<file path="src/rtl/dskadp_pkg.sv">
package dskadp_pkg;

    localparam int DATA_W = 8;
    localparam int ADDR_W = 16;

    localparam logic [ADDR_W-1:0] PORT_STAT = 16'h0322;
    localparam logic [ADDR_W-1:0] PORT_INTR = 16'h0324;

    localparam logic [DATA_W-1:0] RD_IDLE      = 8'hFF;
    localparam logic [DATA_W-1:0] STAT_ON_ATTN = 8'h14;
    localparam int                CTL_KICK_BIT = 7;
    localparam int                STAT_KICK_BIT = 1;
    localparam int                INT_PEND_BIT = 1;
    localparam logic [DATA_W-1:0] ATTN_KEEP    = 8'hF0;

    typedef struct packed {
        logic sel_stat;
        logic sel_intr;
        logic wr_stat;
        logic wr_attn;
        logic rd_intr;
    } bus_req_t;

    function automatic logic [DATA_W-1:0] attn_mask(input logic [DATA_W-1:0] d);
        return d & ATTN_KEEP;
    endfunction

endpackage

</file>
<file path="src/rtl/dskadp_decode.sv">
module dskadp_decode
    import dskadp_pkg::*;
(
    input  logic [ADDR_W-1:0] addr,
    input  logic              wr,
    input  logic              rd,
    output bus_req_t          req
);
    always_comb begin
        req.sel_stat = (addr == PORT_STAT);
        req.sel_intr = (addr == PORT_INTR);
        req.wr_stat  = req.sel_stat & wr;
        req.wr_attn  = req.sel_intr & wr;
        req.rd_intr  = req.sel_intr & rd;
    end
endmodule

</file>
<file path="src/rtl/dskadp_stat.sv">
module dskadp_stat
    import dskadp_pkg::*;
(
    input  logic              clk,
    input  logic              rst,
    input  bus_req_t          req,
    input  logic [DATA_W-1:0] wdata,
    output logic [DATA_W-1:0] ctl_q,
    output logic [DATA_W-1:0] stat_q
);
    localparam logic [DATA_W-1:0] KICK_MASK = DATA_W'(1) << STAT_KICK_BIT;

    logic load_attn;
    assign load_attn = req.wr_attn && (attn_mask(wdata) != '0);

    always_ff @(posedge clk) begin
        if (rst) begin
            ctl_q  <= '0;
            stat_q <= '0;
        end else begin
            if (req.wr_stat) begin
                ctl_q <= wdata;
                if (wdata[CTL_KICK_BIT])
                    stat_q <= stat_q | KICK_MASK;
            end
            if (load_attn)
                stat_q <= STAT_ON_ATTN;
        end
    end

    // kick sets bit 1 and preserves the rest
    a_r4_kick_sets: assert property (@(posedge clk) disable iff (rst)
        (req.wr_stat && wdata[CTL_KICK_BIT]) |=> stat_q[STAT_KICK_BIT]);
    a_r4_others_kept: assert property (@(posedge clk) disable iff (rst)
        req.wr_stat |=> ((stat_q | KICK_MASK) == ($past(stat_q) | KICK_MASK)));
    // nonzero attention loads the fixed pattern
    a_r6_attn_load: assert property (@(posedge clk) disable iff (rst)
        (req.wr_attn && wdata[7:4] != 4'h0) |=> (stat_q == STAT_ON_ATTN));
    // no status change without a write to either port
    a_r10_stat_hold: assert property (@(posedge clk) disable iff (rst)
        (!req.wr_stat && !req.wr_attn) |=> $stable(stat_q));
endmodule

</file>
<file path="src/rtl/dskadp_intr.sv">
module dskadp_intr
    import dskadp_pkg::*;
(
    input  logic              clk,
    input  logic              rst,
    input  bus_req_t          req,
    input  logic [DATA_W-1:0] wdata,
    input  logic              done,
    output logic [DATA_W-1:0] attn_q,
    output logic [DATA_W-1:0] int_q
);
    logic pend_q;

    always_ff @(posedge clk) begin
        if (rst) begin
            attn_q <= '0;
            pend_q <= 1'b0;
        end else begin
            if (req.wr_attn)
                attn_q <= attn_mask(wdata);
            if (done)
                pend_q <= 1'b1;
            else if (req.rd_intr)
                pend_q <= 1'b0;
        end
    end

    always_comb begin
        int_q = '0;
        int_q[INT_PEND_BIT] = pend_q;
    end

    // completion wins over the acknowledging read
    a_r9_set_wins: assert property (@(posedge clk) disable iff (rst)
        done |=> int_q[INT_PEND_BIT]);
    // read without completion clears the flag
    a_r7_read_clears: assert property (@(posedge clk) disable iff (rst)
        (req.rd_intr && !done) |=> !int_q[INT_PEND_BIT]);
    // low nibble of attention is never set
    a_r5_low_zero: assert property (@(posedge clk) disable iff (rst)
        req.wr_attn |=> (attn_q[3:0] == 4'h0));
endmodule

</file>
<file path="src/rtl/dskadp_top.sv">
module dskadp_top
    import dskadp_pkg::*;
(
    input  logic              clk,
    input  logic              rst,
    input  logic [ADDR_W-1:0] io_addr,
    input  logic              io_wr,
    input  logic              io_rd,
    input  logic [DATA_W-1:0] io_wdata,
    output logic [DATA_W-1:0] io_rdata,
    input  logic              done_in,
    output logic [DATA_W-1:0] ctl_out,
    output logic [DATA_W-1:0] attn_out,
    output logic              irq
);
    bus_req_t          req;
    logic [DATA_W-1:0] stat_q;
    logic [DATA_W-1:0] int_q;

    dskadp_decode u_dec (
        .addr (io_addr),
        .wr   (io_wr),
        .rd   (io_rd),
        .req  (req)
    );

    dskadp_stat u_stat (
        .clk    (clk),
        .rst    (rst),
        .req    (req),
        .wdata  (io_wdata),
        .ctl_q  (ctl_out),
        .stat_q (stat_q)
    );

    dskadp_intr u_intr (
        .clk    (clk),
        .rst    (rst),
        .req    (req),
        .wdata  (io_wdata),
        .done   (done_in),
        .attn_q (attn_out),
        .int_q  (int_q)
    );

    always_comb begin
        if (req.sel_stat)
            io_rdata = stat_q;
        else if (req.sel_intr)
            io_rdata = int_q;
        else
            io_rdata = RD_IDLE;
    end

    assign irq = int_q[INT_PEND_BIT];

    // irq rises the edge after a completion pulse
    a_r8_irq_rise: assert property (@(posedge clk) disable iff (rst)
        done_in |=> irq);
    // everything clear the cycle after reset
    a_r1_reset: assert property (@(posedge clk)
        rst |=> (ctl_out == '0 && attn_out == '0 && !irq));
endmodule

</file>
<file path="config.mk">
export PLATFORM = sky130hd
export DESIGN_NAME = dskadp_top
export DESIGN_NICKNAME = d
export VERILOG_FILES = /design/src/rtl/dskadp_pkg.sv /design/src/rtl/dskadp_decode.sv /design/src/rtl/dskadp_stat.sv /design/src/rtl/dskadp_intr.sv /design/src/rtl/dskadp_top.sv
export SDC_FILE = /design/constraint.sdc
export NUM_CORES = 1
export LEC_CHECK = 0
export BUFFER_PORTS_ARGS = -buffer_cell sky130_fd_sc_hd__buf_4
export CAP_MARGIN = 15
export CORE_MARGIN = 1
export CORE_UTILIZATION = 40
export DETAILED_ROUTE_END_ITERATION = 8
export HOLD_SLACK_MARGIN = 0.1
export PLACE_DENSITY = 0.77
export SETUP_SLACK_MARGIN = 0.5
export SYNTH_ARGS = -nofsm -noshare
export SYNTH_HDL_FRONTEND = slang
export SYNTH_SLANG_ARGS = --single-unit
</file>
<file path="constraint.sdc">
create_clock -name clk -period 1.45 [get_ports clk]
set_clock_uncertainty 0.15 [all_clocks]
set_input_delay 0 -clock clk [delete_from_list [all_inputs] [get_ports clk]]
set_output_delay 0 -clock clk [all_outputs]
set_load 0.005 [all_outputs]
</file>
# Word level (Yosys, flattened, before mapping)
# Index checks and enable logic that the tools add are counted.
[totals]
regBits = 16
input_bits = 29
out_inout_bits = 25
wordCells = 22
[classes]
n_eq_ne = 2
mux = 7
bitwise_logic = 3
n_reduce_logical = 5
[op_table]
columns = ["cell", "n"]
rows = [
  ["$eq A16 B10 Y1 const B", 2],
  ["$mux W8", 2],
  ["$reduce_bool A8 Y1", 1],
  ["$mux W5", 1],
  ["$mux W2", 2],
  ["$and A1 B1 Y1", 3],
  ["$mux W1", 2],
  ["$reduce_and A2 Y1", 1],
  ["$reduce_bool A2 Y1", 1],
  ["$reduce_or A2 Y1", 1],
  ["$logic_and A1 B1 Y1", 1],
]

# Longest topological paths before layout
# Gate-level depths: netlist (run 1).
[logic_depth]
depth_word = 4
mapped_depth = 5
ltp_nobuf = 4

# Cells and area by module
# From an unflattened synthesis (run 1), not the netlist that was laid out.
[unflattened]
hier_cells = 105
hier_area_um2 = 972.2
[modules_own_cells]
columns = ["mod", "n_inst", "cells_per_inst", "area_each_um2", "seq_area_each_um2"]
rows = [
  ["dskadp_stat", 1, 40, 411.6, 200.2],
  ["dskadp_intr", 1, 30, 269.0, 100.1],
  ["dskadp_top", 1, 20, 187.7, 0.0],
  ["dskadp_decode", 1, 15, 103.8, 0.0],
]

# Worst setup path after synthesis (run 1)
# OpenSTA, ideal clock, no wires.
[synth_path]
path_kind = "input-to-reg"
startpoint = "input io_addr[10]"
endpoint = "register u_stat.stat_q[2]"
setup_time_ns = 0.070
arrival_time_ns = 0.918
required_time_ns = 1.230
path_slack_ns = 0.312
path_stages = 4
path_buffers = 0
path_cell_list = "nor4_4 > nand4_2 > or3_1 > a21oi_1"
[synth_between]
elab_chain_len = 3
[synth_lines]
columns = ["item", "line_no", "rtl"]
rows = [
  ["start, declared", "dskadp_top.sv:6", "input logic [ADDR_W-1:0] io_addr,"],
  ["$eq A16 B10 Y1", "dskadp_decode.sv:11", "req.sel_intr = (addr == PORT_INTR);"],
  ["$and A1 B1 Y1", "dskadp_decode.sv:13", "req.wr_attn = req.sel_intr & wr;"],
  ["$logic_and A1 B1 Y1", "dskadp_stat.sv:14", "assign load_attn = req.wr_attn && (attn_mask(wdata) != '0);"],
  ["end signal, assigned", "dskadp_stat.sv:24", "stat_q <= stat_q | KICK_MASK;"],
  ["end, declared", "dskadp_stat.sv:9", "output logic [DATA_W-1:0] stat_q"],
]
# Every way passes these cells.
# A chain may end at the register's enable or synchronous reset.

# Worst setup path in the final report (run 1)
[layout_path]
startpoint = "input io_addr[6]"
endpoint = "register u_stat.stat_q[2]"
# The elaborated chain is that of the path after synthesis.

==> results of run 1 <==
==> cell families (layout without fill, tap and decap cells) <==
kind of cell / count (synthesis) / after routing / share of synthesized area
AO/OA/AOI/OAI: 31 / 31 / 0.202
AND/OR/NAND/NOR: 30 / 31 / 0.285
buffers and inverters: 19 / 76 / 0.136
flip-flops: 15 / 15 / 0.372
other: 1 / 4 / 0.00465
==> registers in the layout, indices dropped and copies added (netlist names) <==
signal / flops
u_stat.stat_q: 2
u_intr.attn_q: 4
u_stat.ctl_q: 8
u_intr.pend_q: 1
==> per-layer routing <==
layer	wire length, um	up-vias
met5	0	-
met4	21	0
met3	254	2
met2	1660	63
met1	1240	481
li1	-	465
==> path summary, 6_finish.rpt <==
path	end	start	cells after the start	slack (ns)
max reg2reg	u_intr.pend_q$_SDFFE_PP0P_	u_intr.pend_q$_SDFFE_PP0P_	4	0.44
min reg2reg	u_intr.attn_q[7]$_SDFFE_PP0P_	u_intr.attn_q[7]$_SDFFE_PP0P_	2	0.33
max	u_stat.stat_q[2]$_SDFFE_PP0P_	io_addr[6]	6	0.27
min	u_intr.attn_q[6]$_SDFFE_PP0P_	io_wdata[6]	3	-0.13
==> worst max-delay path, stage by stage <==
cell and delay, ns:
buf_6 0.10, nor4b_4 0.29, buf_4 0.18, nand4_4 0.14, or3_4 0.42, a21oi_2 0.12
==> what timing repair did <==
action                                  in CTS  in global routing
gates cloned                                 3                  0
pin swaps                                   27                 13
buffers inserted                             5                  1
endpoints found under the setup margin      23                 24
gates resized for setup                     29                 24
hold endpoints to repair                    15                 14
==> cells in the mapped netlist <==
| master | n |
|---|---|
| a31o_2 | 1 |
| nand2_1 | 2 |
| nand4_2 | 1 |
| nor3b_1 | 1 |
| nor4_1 | 1 |
| buf_4 | 10 |
| a211oi_1 | 1 |
| buf_2 | 1 |
| nand4_1 | 12 |
| and3_1 | 1 |
| nor3_1 | 1 |
| inv_1 | 4 |
| nand2b_1 | 2 |
| o21ai_0 | 14 |
| and2_2 | 1 |
| nor4_4 | 1 |
| and4_2 | 1 |
| or3_1 | 1 |
| nor2b_1 | 2 |
| a21oi_1 | 14 |
| clkbuf_1 | 4 |
| dfxtp_1 | 15 |
| and4bb_2 | 1 |
| nor4b_4 | 1 |
| o22ai_1 | 1 |
| conb_1 | 1 |
| nor2_1 | 1 |
==> where the power goes <==
group | internal (W) | switching [W] | leakage (nW)
clock network | 0.000107 | 0.000125 | 0.0150
logic | 0.0000999 | 0.0000763 | 0.478
registers | 0.000414 | 0.00000162 | 0.121
total | 0.000621 | 0.000203 | 0.614
==> layout make-up <==
class	count	area (um^2)
clock buffers	4	26.3
fillers	110	330
inverters	4	15.0
multi-input cells	66	498
flip-flops and latches	15	302
well taps	25	31.3
repair buffers	68	599
==> per-stage QoR <==
stage	power, W	setup WS [ns]	cell area, um^2	hold slack, ns
after floorplan	0.000468	0.312	818	-0.0809
after global placement	0.000541	0.151	1150	0.0920
after detailed placement	0.000543	0.0745	1150	0.111
after CTS	0.000805	0.346	1400	-0.138
after global routing	0.000846	0.226	1470	-0.128
final	0.000823	0.272	1470	-0.129
==> impl_metrics.csv, run 1 <==
group,metric,value,unit
route,drt_iter0_drc,37,
finish,nNetsFinal,187,
sta,worstMarginPinSlew,0.672,ns
placement,dp_hpwl,1650,um
job,drv_cap,0,
floorplan,die_w,46.9,um
sta,holdWs,-0.129,ns
placement,dp.cells,162,
yosys,synth.area.top_cells,"dfxtp_1 (37%), buf_4 (9.3%), nand4_1 (9.3%)",
worst_setup_path,critical_path_class,"in2reg",
sta,timing.setup.tns,0,ns
yosys,syn_area_per_cell,8.41,um^2
yosys,synth_area,807,um^2
run_status,status,"complete, but fails checks",
sta,rsz0062_at_grt,"yes",
yosys,synth_cell_types,27,
grt,use_met1,0.337,
grt,grt_use_met2,0.489,
sta,slew_viol_final,0,
worst_setup_path,worstPathRequired,1.52,ns
route,dr.pass1.iters,5,
pwr,cellPowerDensity,560,mW/mm^2
floorplan,die_h,46.9,um
placement,port_buffers,49,
grt,track_usage,0.276,
finish,mostFrequentLayoutCells,"buf_4 (42), buf_6 (19), dfxtp_1 (14)",
clock_network,cts_root_buf,"clkbuf_4",
grt,grt_pass1_vias,915,
yosys,synth_top_area_frac,0.372,
finish,syn2layout_area_growth,82.3,%
sta,fmax,849,MHz
finish,drive_above_1_share,0.554,
route,drc,0,
grt,grt_max_degree,16,
worst_setup_path,cp-end-kind,"flip-flop",
clock_network,cts_sinks,15,
clock_network,htree_levels,1,
route,ant_nets,0,
yosys,ys_ff_latch,15,
route,post_drt_wl_per_cell,17.4,um
grt,antenna_found_initial,0,
finish,instances_no_fill,182,
route,route.vias.total,1011,
yosys,yosysTopAreaCell,"dfxtp_1",
clock_network,cts_buffer_depth,2,
floorplan,die_area,0.00220,mm^2
finish,fin_util,0.817,
grt,grtUsageMet3,0.0577,
sta,setup_viol,0,
pwr,total_leakage_power,0.614,nW
sta,min_period_over_period,0.812,
worst_setup_path,startpoint_type,"input port",
yosys,syn_inst,96,
run_status,violations,"negative hold slack",
sta,hold_viol,9,
grt,grt_pass1_wl,4220,um
grt,globalRouteOverflowTotal,0,
sta,slew_headroom,0.548,
placement,globalplace.congestion,0.759,
clock_network,cts_hold_buf,7,
yosys,synth_warnings,0,
finish,diodes,0,
yosys,seq_area_frac_synth,0.372,
finish,mostFrequentLayoutCell,"buf_4",
clock_network,cts_tree,"done",
clock_network,numCtsBuffers,3,
clock_network,clk_latency,0.28,ns
worst_setup_path,cp_data_arrival_time,1.25,ns
route,vias_per_cell,5.55,
route,wl,3170,um
grt,grt.busiest_layer,"met2",
floorplan,initial_core_util,0.448,
min_path,hold_class,"in2reg",
floorplan,core-area,0.00180,mm^2
floorplan,row_count,15,
floorplan,ios,54,
sta,period_minus_slack,1.18,ns
worst_setup_path,worst-path-max-fanout,3,
clock_network,path_clk_slew,0.08,ns
pwr,ir_drop,0.723,mV
No activity file was read; power rests on OpenSTA's default activity.
==> run 2, diff against run 1 <==
- clock period: 1.45 -> 1.2 ns (I/O delays scaled with it)
==> run 2 against run 1 <==
  * The flow still finishes with violations (negative hold slack)
  * Flip-flop and latch count unchanged
  * Routed wire length shrank 22%
  * Non-clock buffer count is 8 lower
  * Highest routed layer unchanged
  * Largest power group unchanged
  * Die area is the same
  * First-iteration DRC count rose by 8.1%
  * Worst hold slack lost 0.043 ns
  * Register-to-register slack lost 0.25 ns
  * Critical path depth is 1 lower
==> impl_metrics.csv, run 2 (same netlist as run 1, synthesis figures left out) <==
group,metric,value,unit
run_status,violations,"negative hold slack",
floorplan,die_area,0.00220,mm^2
clock_network,htree_levels,1,
floorplan,die_h,46.9,um
route,dr.pass1.iters,4,
worst_setup_path,startpoint_type,"input port",
route,drc,0,
sta,min_period_over_period,0.928,
route,wl,2470,um
run_status,status,"complete, but fails checks",
placement,dp_hpwl,1740,um
route,post_drt_wl_per_cell,14.3,um
clock_network,cts_buffer_depth,2,
placement,port_buffers,49,
grt,track_usage,0.246,
clock_network,cts_tree,"done",
grt,grt_pass1_vias,849,
clock_network,cts_sinks,15,
worst_setup_path,worst-path-max-fanout,5,
pwr,total_leakage_power,0.580,nW
sta,rsz0062_at_grt,"yes",
worst_setup_path,cp_data_arrival_time,0.96,ns
sta,hold_viol,15,
grt,grt_max_degree,16,
finish,syn2layout_area_growth,74.1,%
floorplan,core-area,0.00180,mm^2
route,route.vias.total,913,
floorplan,die_w,46.9,um
grt,globalRouteOverflowTotal,0,
sta,holdWs,-0.171,ns
job,drv_cap,0,
finish,largestRegisters,"u_stat.ctl_q: 8 flops, u_intr.attn_q: 4 flops, u_stat.stat_q: 2 flops",
worst_setup_path,rrSetupSlack,0.19,ns
route,ant_nets,0,
clock_network,cts_root_buf,"clkbuf_4",
finish,fin_util,0.780,
clock_network,numCtsBuffers,3,
placement,globalplace.congestion,0.786,
grt,antenna_found_initial,0,
finish,drive_above_1_share,0.635,
sta,fmax,898,MHz
sta,setup_viol,0,
floorplan,initial_core_util,0.448,
worst_setup_path,worstPathRequired,1.05,ns
min_path,hold_class,"in2reg",
finish,n_fill_cell,131,
route,vias_per_cell,5.28,
worst_setup_path,critical_path_class,"in2out",
grt,grt_pass1_wl,3750,um
route,drt_iter0_drc,40,
floorplan,row_count,15,
worst_setup_path,cp-end-kind,"output port",
pwr,ir_drop,0.536,mV
floorplan,ios,54,
finish,diodes,0,
finish,nNetsFinal,178,
finish,mostFrequentLayoutCell,"buf_4",
finish,largest_reg_flops,8,
pwr,cellPowerDensity,682,mW/mm^2
sta,slew_viol_final,0,
clock_network,path_clk_slew,0.09,ns
sta,timing.setup.tns,0,ns
finish,largest_register,"u_stat.ctl_q",
sta,period_minus_slack,1.11,ns
clock_network,clk_latency,0.28,ns
finish,mostFrequentLayoutCells,"buf_4 (32), buf_6 (28), dfxtp_2 (14)",
run 2: cell types whose count changed in the layout (fill, tap and decap cells not counted), sizes merged:
cell / previous run / this run
buf: 61 / 60
dlygate4sd3: 7 / 0
and2: 2 / 1
run 2: path summary, 6_finish.rpt:
check	from	end	cells past startpoint
worst max-delay path	io_addr[6]	io_rdata[5]	5
worst max register to register	u_intr.pend_q$_SDFFE_PP0P_	u_intr.pend_q$_SDFFE_PP0P_	4
worst min-delay path	io_wdata[3]	u_stat.ctl_q[3]$_SDFFE_PP0P_	3
worst min register to register	u_stat.stat_q[2]$_SDFFE_PP0P_	u_stat.stat_q[2]$_SDFFE_PP0P_	2
run 2: where the power goes:
group / internal [W] / switching [W] / leakage, nW
clock: 0.000129 / 0.000153 / 0.0150
sequential: 0.000500 / 0.00000195 / 0.128
combinational: 0.0000997 / 0.0000753 / 0.437
total: 0.000728 / 0.000230 / 0.580
run 2: worst max-delay path: stages:
cell and delay (ns):
buf_6 0.10, nor4b_4 0.32, and4_4 0.32, o21ai_4 0.10, buf_6 0.13
run 2: area by class of cell:
class	instances	area (um^2)	share of cell area
tap	25	31.3	0.0223
timing repair buffer	60	556	0.395
multi-input combinational	65	459	0.327
inverter	4	15.0	0.0107
sequential	15	318	0.226
clock buffer	4	26.3	0.0187
run 2: per-stage QoR:
stage               area [um^2]  instances  worst slack, ns  hold slack, ns  power, W
floorplan                   818         99           0.0618         -0.0809  0.000566
global placement           1180        166          -0.0943          0.0919  0.000658
detailed placement         1180        166           -0.116           0.105  0.000661
CTS                        1340        173            0.104          -0.192  0.000957
global route               1410        173           0.0470          -0.178   0.00100
finish                     1410        173           0.0867          -0.171  0.000958
run 2: timing repair:
item,4_1_cts,5_1_grt
pin swaps,8,6
endpoints found under the setup margin,36,36
hold endpoints to repair,15,15
resized for setup,38,23
setup buffers,3,0
run 2: routing by layer:
metal | part of all wire | vias up | GRT usage
met5 | 0 | - | 0
li1 | - | 448 | -
met2 | 0.55 | 45 | 0.442
met4 | 0.012 | 0 | 0.0857
met3 | 0.066 | 6 | 0.0462
met1 | 0.37 | 414 | 0.293
==> run 3, diff against run 2 <==
- CELL_PAD_IN_SITES_DETAIL_PLACEMENT: default -> 2
- CELL_PAD_IN_SITES_GLOBAL_PLACEMENT: default -> 2
- CORE_ASPECT_RATIO: default -> 0.75
- CORE_UTILIZATION: 40 -> 21
- PLACE_DENSITY: 0.77 -> default
- PLACE_DENSITY_LB_ADDON: default -> 0.1
==> run 3 against run 2 <==
  * The run still ends with negative hold slack left
  * Count of clock-buffer cells in the layout is the same
  * Setup slack lost 0.059 ns
  * Non-clock buffer count shrank 2
  * Sequential power is essentially flat
  * Critical endpoint is now io_rdata[1]
  * Via count shrank 0.33%
  * Highest routed layer unchanged
  * Design area grew 3.7%
  * Critical path depth grew 1
  * Die area grew 86%
  * Largest power group unchanged
==> impl_metrics.csv, run 3 (same netlist as run 1, synthesis figures left out) <==
group,metric,value,unit
finish,fin_util,0.398,
route,route.vias.total,910,
job,drv_cap,0,
placement,dp_hpwl,2290,um
pwr,intPower,0.000833,W
grt,globalRouteOverflowTotal,0,
route,ant_nets,0,
worst_setup_path,critical_path_class,"in2out",
pwr,power,0.00110,W
finish,stdcell_area,0.00146,mm^2
worst_setup_path,cp_data_arrival_time,1.02,ns
worst_setup_path,crit_start,"io_addr[6]",
pwr,ir_drop,0.385,mV
floorplan,row_count,19,
min_path,hold_class,"in2reg",
grt,grt_pass1_vias,964,
sta,setup_viol,0,
clock_network,cts_tree,"done",
clock_network,clk_latency,0.25,ns
clock_network,cts_buffer_depth,2,
worst_setup_path,crit_path_frequent_cell,"buf_6",
clock_network,cts_sinks,15,
pwr,switching_share,0.245,
route,post_drt_wl_per_cell,15.8,um
clock_network,path_clk_slew,0.06,ns
sta,min_period_over_period,0.977,
grt,grt_max_degree,16,
sta,holdWs,-0.146,ns
placement,dp.cells,192,
sta,rsz0062_at_grt,"yes",
placement,postPlaceCellArea,0.00123,mm^2
worst_setup_path,cp_top_family,"simple AND/OR/NAND/NOR gates",
route,wl,3120,um
finish,drive_above_1_share,0.616,
finish,nNetsFinal,176,
pwr,pwr-share-seq,0.456,
worst_setup_path,r2r_start,"u_intr.pend_q$_SDFFE_PP0P_",
placement,globalplace.congestion,0.706,
worst_setup_path,path_buf_inv,3,
pwr,pwr-share-comb,0.160,
grt,antenna_found_initial,0,
route,vias_per_cell,4.60,
grt,grt_pass1_wl,4930,um
sta,fmax,853,MHz
worst_setup_path,worst-path-max-fanout,3,
route,dr.pass1.iters,4,
worst_setup_path,critical-path-max-stage-delay,0.33,ns
pwr,cellPowerDensity,757,mW/mm^2
floorplan,die_area,0.00410,mm^2
sta,period_minus_slack,1.17,ns
floorplan,ios,54,
clock_network,numCtsBuffers,3,
run_status,status,"complete, but fails checks",
worst_setup_path,worstPathCellList,"buf_6 > nor4b_4 > and4_4 > buf_6 > nand2_4 > buf_6",
sta,slew_viol_final,0,
finish,largest_reg_flops,8,
route,drt_iter0_drc,33,
placement,port_buffers,49,
worst_setup_path,crit_slowest_cell,"nor4b_4",
clock_network,htree_levels,1,
floorplan,die_w,73.6,um
finish,instances_no_fill,198,
worst_setup_path,rrSetupSlack,0.28,ns
min_path,hold_start,"done_in",
floorplan,die_h,55.7,um
pwr,clkPwrFrac,0.384,
finish,largestRegisters,"u_stat.ctl_q: 8 flops, u_intr.attn_q: 4 flops, u_stat.stat_q: 2 flops",
worst_setup_path,worstPathRequired,1.05,ns
pwr,power.switching,0.000271,W
worst_setup_path,cp-end-kind,"output port",
finish,syn2layout_area_growth,80.6,%
finish,diodes,0,
finish,largest_register,"u_stat.ctl_q",
sta,hold_viol,15,
route,drc,0,
worst_setup_path,startpoint_type,"input port",
grt,track_usage,0.162,
finish,mostFrequentLayoutCells,"buf_4 (32), buf_6 (24), dfxtp_2 (13)",
floorplan,initial_core_util,0.220,
run_status,violations,"negative hold slack",
clock_network,cts_root_buf,"clkbuf_8",
floorplan,core-area,0.00366,mm^2
finish,mostFrequentLayoutCell,"buf_4",
pwr,total_leakage_power,0.593,nW
run 3: cell types whose count changed in the layout (fill, tap and decap cells not counted), moves of 2 or more:
cell | before | now
buf_12 | 0 | 2
o21ai_1 | 5 | 8
clkbuf_4 | 3 | 0
o21ai_0 | 7 | 5
a21oi_2 | 4 | 2
buf_6 | 28 | 24
clkbuf_8 | 0 | 3
a21oi_1 | 10 | 12
run 3: area by class of cell:
class	instances	area (um^2)
sequential	15	317
fill	409	2200
timing repair buffer	58	551
tap	52	65.1
inverter	4	15.0
multi-input combinational	65	465
clock buffer	4	45.0
run 3: metal layers:
layer,vias up,share of wire,track usage,routed length (um)
li1,438,-,-,-
met1,444,0.46,0.215,1440
met2,24,0.49,0.260,1540
met3,4,0.038,0.0399,120
met4,0,0.0067,0.0412,21
met5,-,0,0,0
run 3: power by group through the flow:
| stage | logic, W | registers [W] | clock network, W |
|---|---|---|---|
| 3_5_place_dp | 0.000160 | 0.000514 | 0 |
| 2_1_floorplan | 0.0000524 | 0.000513 | 0 |
| 3_3_place_gp | 0.000155 | 0.000513 | 0 |
| 6_report | 0.000177 | 0.000503 | 0.000424 |
| 4_1_cts | 0.000166 | 0.000502 | 0.000434 |
| 5_1_grt | 0.000190 | 0.000503 | 0.000460 |
run 3: final timing paths:
check	endpoint	depth (start not counted)
min reg2reg	u_stat.ctl_q[1]$_SDFFE_PP0P_	2
min	u_intr.pend_q$_SDFFE_PP0P_	3
max	io_rdata[1]	6
max reg2reg	u_intr.pend_q$_SDFFE_PP0P_	3
run 3: repair_timing:
action                                 4_1_cts  5_1_grt
endpoints found under the hold margin       15       15
resized for setup                           36       22
setup buffers                                2        0
pin swaps                                    4        3
setup endpoints to repair                   36       36
run 3: stage by stage:
step           TNS, ns  setup WS [ns]
2_1_floorplan        0         0.0618
6_report             0         0.0282
3_5_place_dp     -2.58         -0.195
4_1_cts              0         0.0419
5_1_grt         -0.111        -0.0351
3_3_place_gp     -1.73         -0.127
run 3: worst min-delay path, delay by kind of cell:
family,cells,cell delay [ns]
buffers and inverters,2,0.17
AO/OA/AOI/OAI,1,0.05
